<file path="src/rtl/canfp_pkg.sv">
package canfp_pkg;

  localparam int IDX_W  = 10;   // frame bit position width
  localparam int ID_W   = 29;   // full extended identifier
  localparam int BASE_W = 11;   // base identifier
  localparam int CRC_W  = 21;   // widest checksum field
  localparam int LEN_W  = 7;    // payload length 0..64
  localparam int BIDX_W = 6;    // payload byte index 0..63
  localparam int DLC_W  = 4;
  localparam int ERR_N  = 6;

  // per-bit strobes from the position decoder to the datapath
  typedef struct packed {
    logic              sof;
    logic              shId;
    logic              idLast;
    logic              capB12;
    logic              capIde;
    logic              capFdf;
    logic              capRtrExt;
    logic              shDlc;
    logic              dlcLast;
    logic              dataBit;
    logic              byteEnd;
    logic [BIDX_W-1:0] byteIdx;
    logic              shCrc;
    logic              crcDelim;
    logic              ackSlot;
    logic              ackDelim;
    logic              eofBit;
    logic              eofLast;
  } stb_t;

  function automatic logic [LEN_W-1:0] dlcToLen(input logic [DLC_W-1:0] code,
                                                 input logic fd);
    logic [LEN_W-1:0] len;
    len = LEN_W'(code);
    if (!fd) begin
      if (code > 4'd8) len = LEN_W'(8);
    end else begin
      case (code)
        4'd9:    len = LEN_W'(12);
        4'd10:   len = LEN_W'(16);
        4'd11:   len = LEN_W'(20);
        4'd12:   len = LEN_W'(24);
        4'd13:   len = LEN_W'(32);
        4'd14:   len = LEN_W'(48);
        4'd15:   len = LEN_W'(64);
        default: len = LEN_W'(code);
      endcase
    end
    return len;
  endfunction

endpackage

</file>
<file path="src/rtl/canfp_ctrl.sv">
module canfp_ctrl
  import canfp_pkg::*;
(
  input  logic                clk,
  input  logic                rst_n,
  input  logic                bitValid,
  input  logic [IDX_W-1:0]    bitIdx,
  input  logic                isExt,
  input  logic                isFd,
  input  logic                dlcKnown,
  input  logic [LEN_W-1:0]    payLen,
  output stb_t                stb,
  output logic [IDX_W-1:0]    lastDataIdx
);

  logic [IDX_W-1:0] dlcStart, dlcEnd, lastData, crcLen, crcEnd;
  logic [IDX_W-1:0] posCrcDelim, posAck, posAckDelim, posEofLast, dataOff;

  // field layout derived from the decoded format and length
  always_comb begin
    if (isExt)      dlcStart = IDX_W'(35);
    else if (isFd)  dlcStart = IDX_W'(18);
    else            dlcStart = IDX_W'(15);
    dlcEnd   = dlcStart + IDX_W'(3);
    lastData = dlcEnd + IDX_W'({payLen, 3'b000});
    if (!isFd)                    crcLen = IDX_W'(15);
    else if (payLen > LEN_W'(16)) crcLen = IDX_W'(21);
    else                          crcLen = IDX_W'(17);
    crcEnd      = lastData + crcLen;
    posCrcDelim = crcEnd + IDX_W'(1);
    posAck      = crcEnd + IDX_W'(2);
    posAckDelim = crcEnd + IDX_W'(3);
    posEofLast  = crcEnd + IDX_W'(10);
    dataOff     = bitIdx - dlcEnd - IDX_W'(1);
  end

  assign lastDataIdx = dlcKnown ? lastData : '1;

  // position decoder
  always_comb begin
    stb = '0;
    if (bitValid) begin
      if (bitIdx == '0) begin
        stb.sof = 1'b1;
      end else if (bitIdx <= 11) begin
        stb.shId   = 1'b1;
        stb.idLast = (bitIdx == 11);
      end else if (bitIdx == 12) begin
        stb.capB12 = 1'b1;
      end else if (bitIdx == 13) begin
        stb.capIde = 1'b1;
      end else if (!dlcKnown) begin
        if (isExt && bitIdx <= 31) begin
          stb.shId = 1'b1;
        end else if (!isExt && bitIdx == 14) begin
          stb.capFdf = 1'b1;
        end else if (isExt && bitIdx == 32) begin
          stb.capRtrExt = 1'b1;
        end else if (bitIdx >= dlcStart && bitIdx <= dlcEnd) begin
          stb.shDlc   = 1'b1;
          stb.dlcLast = (bitIdx == dlcEnd);
        end
      end else begin
        if (bitIdx <= dlcEnd) begin
          stb.sof = 1'b0;
        end else if (bitIdx <= lastData) begin
          stb.dataBit = 1'b1;
          stb.byteEnd = (dataOff[2:0] == 3'b111);
          stb.byteIdx = BIDX_W'(dataOff >> 3);
        end else if (bitIdx <= crcEnd) begin
          stb.shCrc = 1'b1;
        end else if (bitIdx == posCrcDelim) begin
          stb.crcDelim = 1'b1;
        end else if (bitIdx == posAck) begin
          stb.ackSlot = 1'b1;
        end else if (bitIdx == posAckDelim) begin
          stb.ackDelim = 1'b1;
        end else if (bitIdx <= posEofLast) begin
          stb.eofBit  = 1'b1;
          stb.eofLast = (bitIdx == posEofLast);
        end
      end
    end
  end

  // at most one field claims a bit
  AST_ONE_FIELD: assert property (@(posedge clk) disable iff (!rst_n)
    $onehot0({stb.sof, stb.shId, stb.capB12, stb.capIde, stb.capFdf, stb.capRtrExt,
              stb.shDlc, stb.dataBit, stb.shCrc, stb.crcDelim, stb.ackSlot,
              stb.ackDelim, stb.eofBit}));

  // once the length is known the reported boundary does not move within the frame
  AST_LASTDATA_STABLE: assert property (@(posedge clk) disable iff (!rst_n)
    (dlcKnown && !stb.sof) |=> $stable(lastDataIdx));

endmodule

</file>
<file path="src/rtl/canfp_dpath.sv">
module canfp_dpath
  import canfp_pkg::*;
(
  input  logic                clk,
  input  logic                rst_n,
  input  logic                bitVal,
  input  stb_t                stb,
  output logic                dlcKnown,
  output logic [ID_W-1:0]     frameId,
  output logic                isExt,
  output logic                isFd,
  output logic                isRemote,
  output logic [DLC_W-1:0]    dlcCode,
  output logic [LEN_W-1:0]    payLen,
  output logic                byteValid,
  output logic [7:0]          byteData,
  output logic [BIDX_W-1:0]   byteIdx,
  output logic [CRC_W-1:0]    crcVal,
  output logic                ackOk,
  output logic                errSof,
  output logic                errIdRec,
  output logic                errDlc,
  output logic                errCrcDelim,
  output logic                errAckDelim,
  output logic                errEof,
  output logic                frameDone
);

  logic [ID_W-1:0]  idSr;
  logic             bit12, rtrExt;
  logic [DLC_W-1:0] dlcSr;
  logic [6:0]       byteSr;
  logic [CRC_W-1:0] crcSr;
  logic [ERR_N-1:0] errVec;

  always_ff @(posedge clk or negedge rst_n) begin
    if (!rst_n) begin
      idSr <= '0; bit12 <= 1'b0; isExt <= 1'b0; isFd <= 1'b0; rtrExt <= 1'b0;
      dlcSr <= '0; dlcKnown <= 1'b0; byteSr <= '0; byteValid <= 1'b0;
      byteData <= '0; byteIdx <= '0; crcSr <= '0; ackOk <= 1'b0;
      errSof <= 1'b0; errIdRec <= 1'b0; errDlc <= 1'b0;
      errCrcDelim <= 1'b0; errAckDelim <= 1'b0; errEof <= 1'b0;
      frameDone <= 1'b0;
    end else begin
      byteValid <= 1'b0;
      frameDone <= 1'b0;
      if (stb.sof) begin
        idSr <= '0; bit12 <= 1'b0; isExt <= 1'b0; isFd <= 1'b0; rtrExt <= 1'b0;
        dlcSr <= '0; dlcKnown <= 1'b0; byteSr <= '0; byteData <= '0;
        byteIdx <= '0; crcSr <= '0; ackOk <= 1'b0;
        errSof <= bitVal; errIdRec <= 1'b0; errDlc <= 1'b0;
        errCrcDelim <= 1'b0; errAckDelim <= 1'b0; errEof <= 1'b0;
      end
      if (stb.shId) begin
        idSr <= {idSr[ID_W-2:0], bitVal};
        if (stb.idLast && (&idSr[9:3])) errIdRec <= 1'b1;
      end
      if (stb.capB12)    bit12  <= bitVal;
      if (stb.capIde)    isExt  <= bitVal;
      if (stb.capFdf)    isFd   <= bitVal;
      if (stb.capRtrExt) rtrExt <= bitVal;
      if (stb.shDlc) begin
        dlcSr <= {dlcSr[DLC_W-2:0], bitVal};
        if (stb.dlcLast) begin
          dlcKnown <= 1'b1;
          if (!isFd && ({dlcSr[DLC_W-2:0], bitVal} > 4'd8)) errDlc <= 1'b1;
        end
      end
      if (stb.dataBit) begin
        byteSr <= {byteSr[5:0], bitVal};
        if (stb.byteEnd) begin
          byteValid <= 1'b1;
          byteData  <= {byteSr, bitVal};
          byteIdx   <= stb.byteIdx;
        end
      end
      if (stb.shCrc)                 crcSr <= {crcSr[CRC_W-2:0], bitVal};
      if (stb.crcDelim && !bitVal)   errCrcDelim <= 1'b1;
      if (stb.ackSlot)               ackOk <= !bitVal;
      if (stb.ackDelim && !bitVal)   errAckDelim <= 1'b1;
      if (stb.eofBit && !bitVal)     errEof <= 1'b1;
      if (stb.eofLast)               frameDone <= 1'b1;
    end
  end

  assign isRemote = isExt ? rtrExt : (!isFd && bit12);
  assign payLen   = isRemote ? '0 : dlcToLen(dlcSr, isFd);
  assign dlcCode  = dlcSr;
  assign crcVal   = crcSr;
  assign frameId  = isExt ? idSr : {{(ID_W-BASE_W){1'b0}}, idSr[BASE_W-1:0]};
  assign errVec   = {errSof, errIdRec, errDlc, errCrcDelim, errAckDelim, errEof};

  AST_DONE_PULSE: assert property (@(posedge clk) disable iff (!rst_n)
    frameDone |=> !frameDone);

  AST_ERR_HOLD: assert property (@(posedge clk) disable iff (!rst_n)
    !stb.sof |=> ((errVec & $past(errVec)) == $past(errVec)));

  AST_BYTE_IN_RANGE: assert property (@(posedge clk) disable iff (!rst_n)
    byteValid |-> (LEN_W'(byteIdx) < payLen));

  AST_CLASSIC_CAP: assert property (@(posedge clk) disable iff (!rst_n)
    (dlcKnown && !isFd) |-> (payLen <= LEN_W'(8)));

  AST_REMOTE_EMPTY: assert property (@(posedge clk) disable iff (!rst_n)
    isRemote |-> (payLen == '0));

endmodule

</file>
<file path="src/rtl/can_field_parser.sv">
module can_field_parser
  import canfp_pkg::*;
(
  input  logic                clk,
  input  logic                rst_n,
  input  logic                bitValid,
  input  logic                bitVal,
  input  logic [IDX_W-1:0]    bitIdx,
  output logic [IDX_W-1:0]    lastDataIdx,
  output logic [ID_W-1:0]     frameId,
  output logic                isExt,
  output logic                isFd,
  output logic                isRemote,
  output logic [DLC_W-1:0]    dlcCode,
  output logic [LEN_W-1:0]    payLen,
  output logic                byteValid,
  output logic [7:0]          byteData,
  output logic [BIDX_W-1:0]   byteIdx,
  output logic [CRC_W-1:0]    crcVal,
  output logic                ackOk,
  output logic                errSof,
  output logic                errIdRec,
  output logic                errDlc,
  output logic                errCrcDelim,
  output logic                errAckDelim,
  output logic                errEof,
  output logic                frameDone
);

  stb_t stb;
  logic dlcKnown;

  canfp_ctrl u_ctrl (
    .clk(clk), .rst_n(rst_n), .bitValid(bitValid), .bitIdx(bitIdx),
    .isExt(isExt), .isFd(isFd), .dlcKnown(dlcKnown), .payLen(payLen),
    .stb(stb), .lastDataIdx(lastDataIdx)
  );

  canfp_dpath u_dpath (
    .clk(clk), .rst_n(rst_n), .bitVal(bitVal), .stb(stb),
    .dlcKnown(dlcKnown), .frameId(frameId), .isExt(isExt), .isFd(isFd),
    .isRemote(isRemote), .dlcCode(dlcCode), .payLen(payLen),
    .byteValid(byteValid), .byteData(byteData), .byteIdx(byteIdx),
    .crcVal(crcVal), .ackOk(ackOk), .errSof(errSof), .errIdRec(errIdRec),
    .errDlc(errDlc), .errCrcDelim(errCrcDelim), .errAckDelim(errAckDelim),
    .errEof(errEof), .frameDone(frameDone)
  );

endmodule

</file>
<file path="config.mk">
export PLATFORM = sky130hd
export DESIGN_NAME = can_field_parser
export DESIGN_NICKNAME = d
export VERILOG_FILES = /design/src/rtl/canfp_pkg.sv /design/src/rtl/canfp_ctrl.sv /design/src/rtl/canfp_dpath.sv /design/src/rtl/can_field_parser.sv
export SDC_FILE = /design/constraint.sdc
export NUM_CORES = 1
export LEC_CHECK = 0
export BUFFER_PORTS_ARGS = -buffer_cell sky130_fd_sc_hd__buf_2
export CORE_MARGIN = 4
export CORE_UTILIZATION = 60
export CTS_CLUSTER_SIZE = 40
export DETAILED_ROUTE_END_ITERATION = 12
export PLACE_DENSITY = 0.95
export SYNTH_ARGS = -nofsm -noshare
export SYNTH_HDL_FRONTEND = slang
export SYNTH_HIERARCHICAL = 1
export SYNTH_SLANG_ARGS = --single-unit
</file>
<file path="constraint.sdc">
create_clock -name clk -period 12.24 [get_ports clk]
set_input_delay 1.836 -clock clk [delete_from_list [all_inputs] [get_ports clk]]
set_output_delay 1.836 -clock clk [all_outputs]
set_load 0.01 [all_outputs]
</file>
==> metrics.txt <==
fin area 7240 um^2; adder-cell share of the synthesized area 9.54%; GR Util All Layers 29.2%; RSZ-0062 raised after global routing no; Nets 838; Inserted Clock Buffers 9; Place WS between 5 and 6 ns; Combinational Power Share 25.4%; CTS tree built; Cell variety after synth 78; Detailed Routing Iterations Pass 1 5; worst relative slew slack 14.0%; EDFF count, synth 0; Fmax between 0.1 and 0.15 GHz; Tcrit/Tclk final between 50% and 60%; final hold viol count 0; antenna cells 0; ANT nets after route 0; Critical Path RT 12.49 ns; Area after DPL approximately 7100 um^2; Syn Inst Count roughly 700; die area 12700 um^2; initial antenna violation count 0; switching part of the total power 32.7%; clk buf depth 2; Synth Warn # 6; post-synth top area share roughly a third; Hold Path Class reg -> reg; dominant cells by area after synthesis dfrtp_1, ha_1, a22o_1, xnor2_1, o21ai_0; Setup WS post-layout 5.01 ns; largest net degree at the start of global routing 90; boundary pin count 111; status finished, final reports clean; CTS clk-pin slew, worst paths around 0.09 ns; Setup Fix Bufs, Post-CTS 0; total of max-cap violations 0; Internal ~450 uW; Worst Path Arrival 7.48 ns; port bufs 110; Compound-Gate Fraction of Synth Area 21.3%; vias in the first global route 5914; Yosys top cell by area dfrtp_1; # hold bufs at CTS 0; syn_nets between 700 and 800; Site Rows 37; DIE HEIGHT between 100 and 150 um; cell with the most instances after synthesis dfrtp_1; P_leak approximately 3.5 nW; routability cong. 0.967; asr flop ratio synth 100%; Worst setup SP type register; NetSw 217 uW; main combinational cell family by area after synthesis compound AO/OA/AOI/OAI gates; Yosys reg bits 89; Congestion Overflow GR 0; # DRC 0; Clock power frac between 20% and 30%; Post-Synthesis Cell Area 6590 um^2; smallest hold slack 0.513 ns; DR WL/cell 20.3 um; CP endpoint kind register; Post-CTS Resized 0; vias per cell 6.51; share of power burned in registers 45.3%; Area Growth Syn to Fin 9.96%; multiplexer share of the synthesized area 0.171%; Post-Route WL 18600 um; root buf cell clkbuf_8; vias 5960; WS Path Type reg -> reg; layout cells sized above 1 20.6%; first-pass GRT wire length 30400 um; clock latency on the worst-skew pair 0.36 ns; Mean Syn Cell Area 9.37 um^2; Peak VDD IR roughly 0.08 mV; power per cell area between 90 and 100 nW/um^2; utilization of the core after routing 68.9%; Die W 113 um; Slew Viols, Final 0; xor/xnor cell area share of the yosys netlist 7.35%; fin crit period 7.23 ns; Starting Density 62.7%; Core Area 10500 um^2; clk_skew 0.0133 ns; total number of H-tree levels 3; setup TNS 0 ns; final setup fails 0; First DRT Iteration DRCs 699; clock tree sinks 89; simple-gate portion of the synthesized area between 20% and 30%; dominant synthesized flop cell dfrtp_1; CP max FO 32; Seq/Total Area, Yosys between 30% and 40%; synth cell count leaders dfrtp_1, a22o_1, ha_1; slew of the pin with the lowest slew margin 1.28 ns; DP HPWL 13600 um
## state kept, by name (all words and copies together) (netlist names)
| signal | cells |
|---|---|
| u_dpath/errEof | 1 |
| u_dpath/errDlc | 1 |
| u_dpath/idSr | 29 |
| u_dpath/dlcCode | 4 |
| u_dpath/byteIdx | 6 |
| u_dpath/bit12 | 1 |
| u_dpath/crcVal | 21 |
| u_dpath/frameDone | 1 |
| u_dpath/errSof | 1 |
| u_dpath/errCrcDelim | 1 |
| u_dpath/byteData | 8 |
| u_dpath/errIdRec | 1 |
| u_dpath/byteValid | 1 |
| u_dpath/dlcKnown | 1 |
| u_dpath/isExt | 1 |
| u_dpath/isFd | 1 |
| u_dpath/ackOk | 1 |
| u_dpath/byteSr | 7 |
| u_dpath/rtrExt | 1 |
| u_dpath/errAckDelim | 1 |
## per-layer routing
layer	share of wire [%]	global-route usage [%]
met5	0	0
met2	46	46.4
met1	43	40.3
met4	2.2	8.73
met3	8.0	6.47
## worst max-delay path: stages, from the launching register on
cell and delay [ns]:
dfrtp_1 0.99, nor3b_4 0.16, a211oi_1 0.75, inv_1 0.16
fa_1 0.56, xnor2_4 0.40, inv_2 0.14, nor3_1 0.48
nor2_1 0.11, nor2_1 0.26, ha_1 0.30, a21o_1 0.18
a21o_1 0.18, a221oi_1 0.27, o21ai_0 0.12, nand2_1 0.08
nor3b_2 0.97, nor2_1 0.61, a22o_1 0.37
## power by group through the flow
stage / sequential, mW / combinational (mW) / clock [mW]
floorplan: 0.303 / 0.122 / 0
CTS: 0.300 / 0.164 / 0.197
global route: 0.300 / 0.183 / 0.211
global placement: 0.305 / 0.158 / 0
detailed placement: 0.306 / 0.163 / 0
finish: 0.300 / 0.168 / 0.194
## cell usage in the layout, fill, tap and decap left out, drive strengths merged, types with 4 or more instances in the layout
cell type / n
o21ai: 39
clkbuf: 11
clkinv: 4
buf: 114
nor3: 22
nor3b: 9
nor4b: 7
dfrtp: 89
or4: 5
and2: 22
nand2b: 23
a21o: 14
nor2: 40
nand2: 42
xor2: 14
inv: 35
xnor3: 4
a22o: 66
or2: 6
xnor2: 28
nand3: 24
a21oi: 21
ha: 47
nor4: 11
nand4: 11
nor2b: 5
## metrics by stage
stage / total power [mW] / instances
after floorplan: 0.426 / 703
after global placement: 0.463 / 900
after detailed placement: 0.468 / 900
after CTS: 0.661 / 916
after global routing: 0.695 / 916
final: 0.662 / 916
## cell type report
cell class	instances	area (um^2)
clock inverters	5	38.8
multi-input cells	526	3940
inverters	35	131
repair buffers	114	583
clock buffers	11	151
flip-flops and latches	89	2230
fillers	831	3270
well taps	136	170
## cells by family after synthesis
logic type,after synthesis
muxes,1
AOI/OAI and AO/OA,185
adders and majority gates,49
DFF,89
buffers and inverters,88
xor gates and xnor gates,46
and+or+nand+nor,243
other,2
## final timing paths
kind	startpoint	end	slack, ns	depth (start not counted)
max in group asynchronous	rst_n	u_dpath/byteIdx[1]	9.90	1
worst min-delay path	u_dpath/errDlc	u_dpath/errDlc	0.51	1
worst min register to register	u_dpath/errDlc	u_dpath/errDlc	0.51	1
worst max register to register	u_dpath/isExt	u_dpath/crcVal[0]	5.01	18
min in group asynchronous	rst_n	u_dpath/dlcKnown	1.66	1
worst max-delay path	u_dpath/isExt	u_dpath/crcVal[0]	5.01	18
No activity file was read; power rests on OpenSTA's default activity.
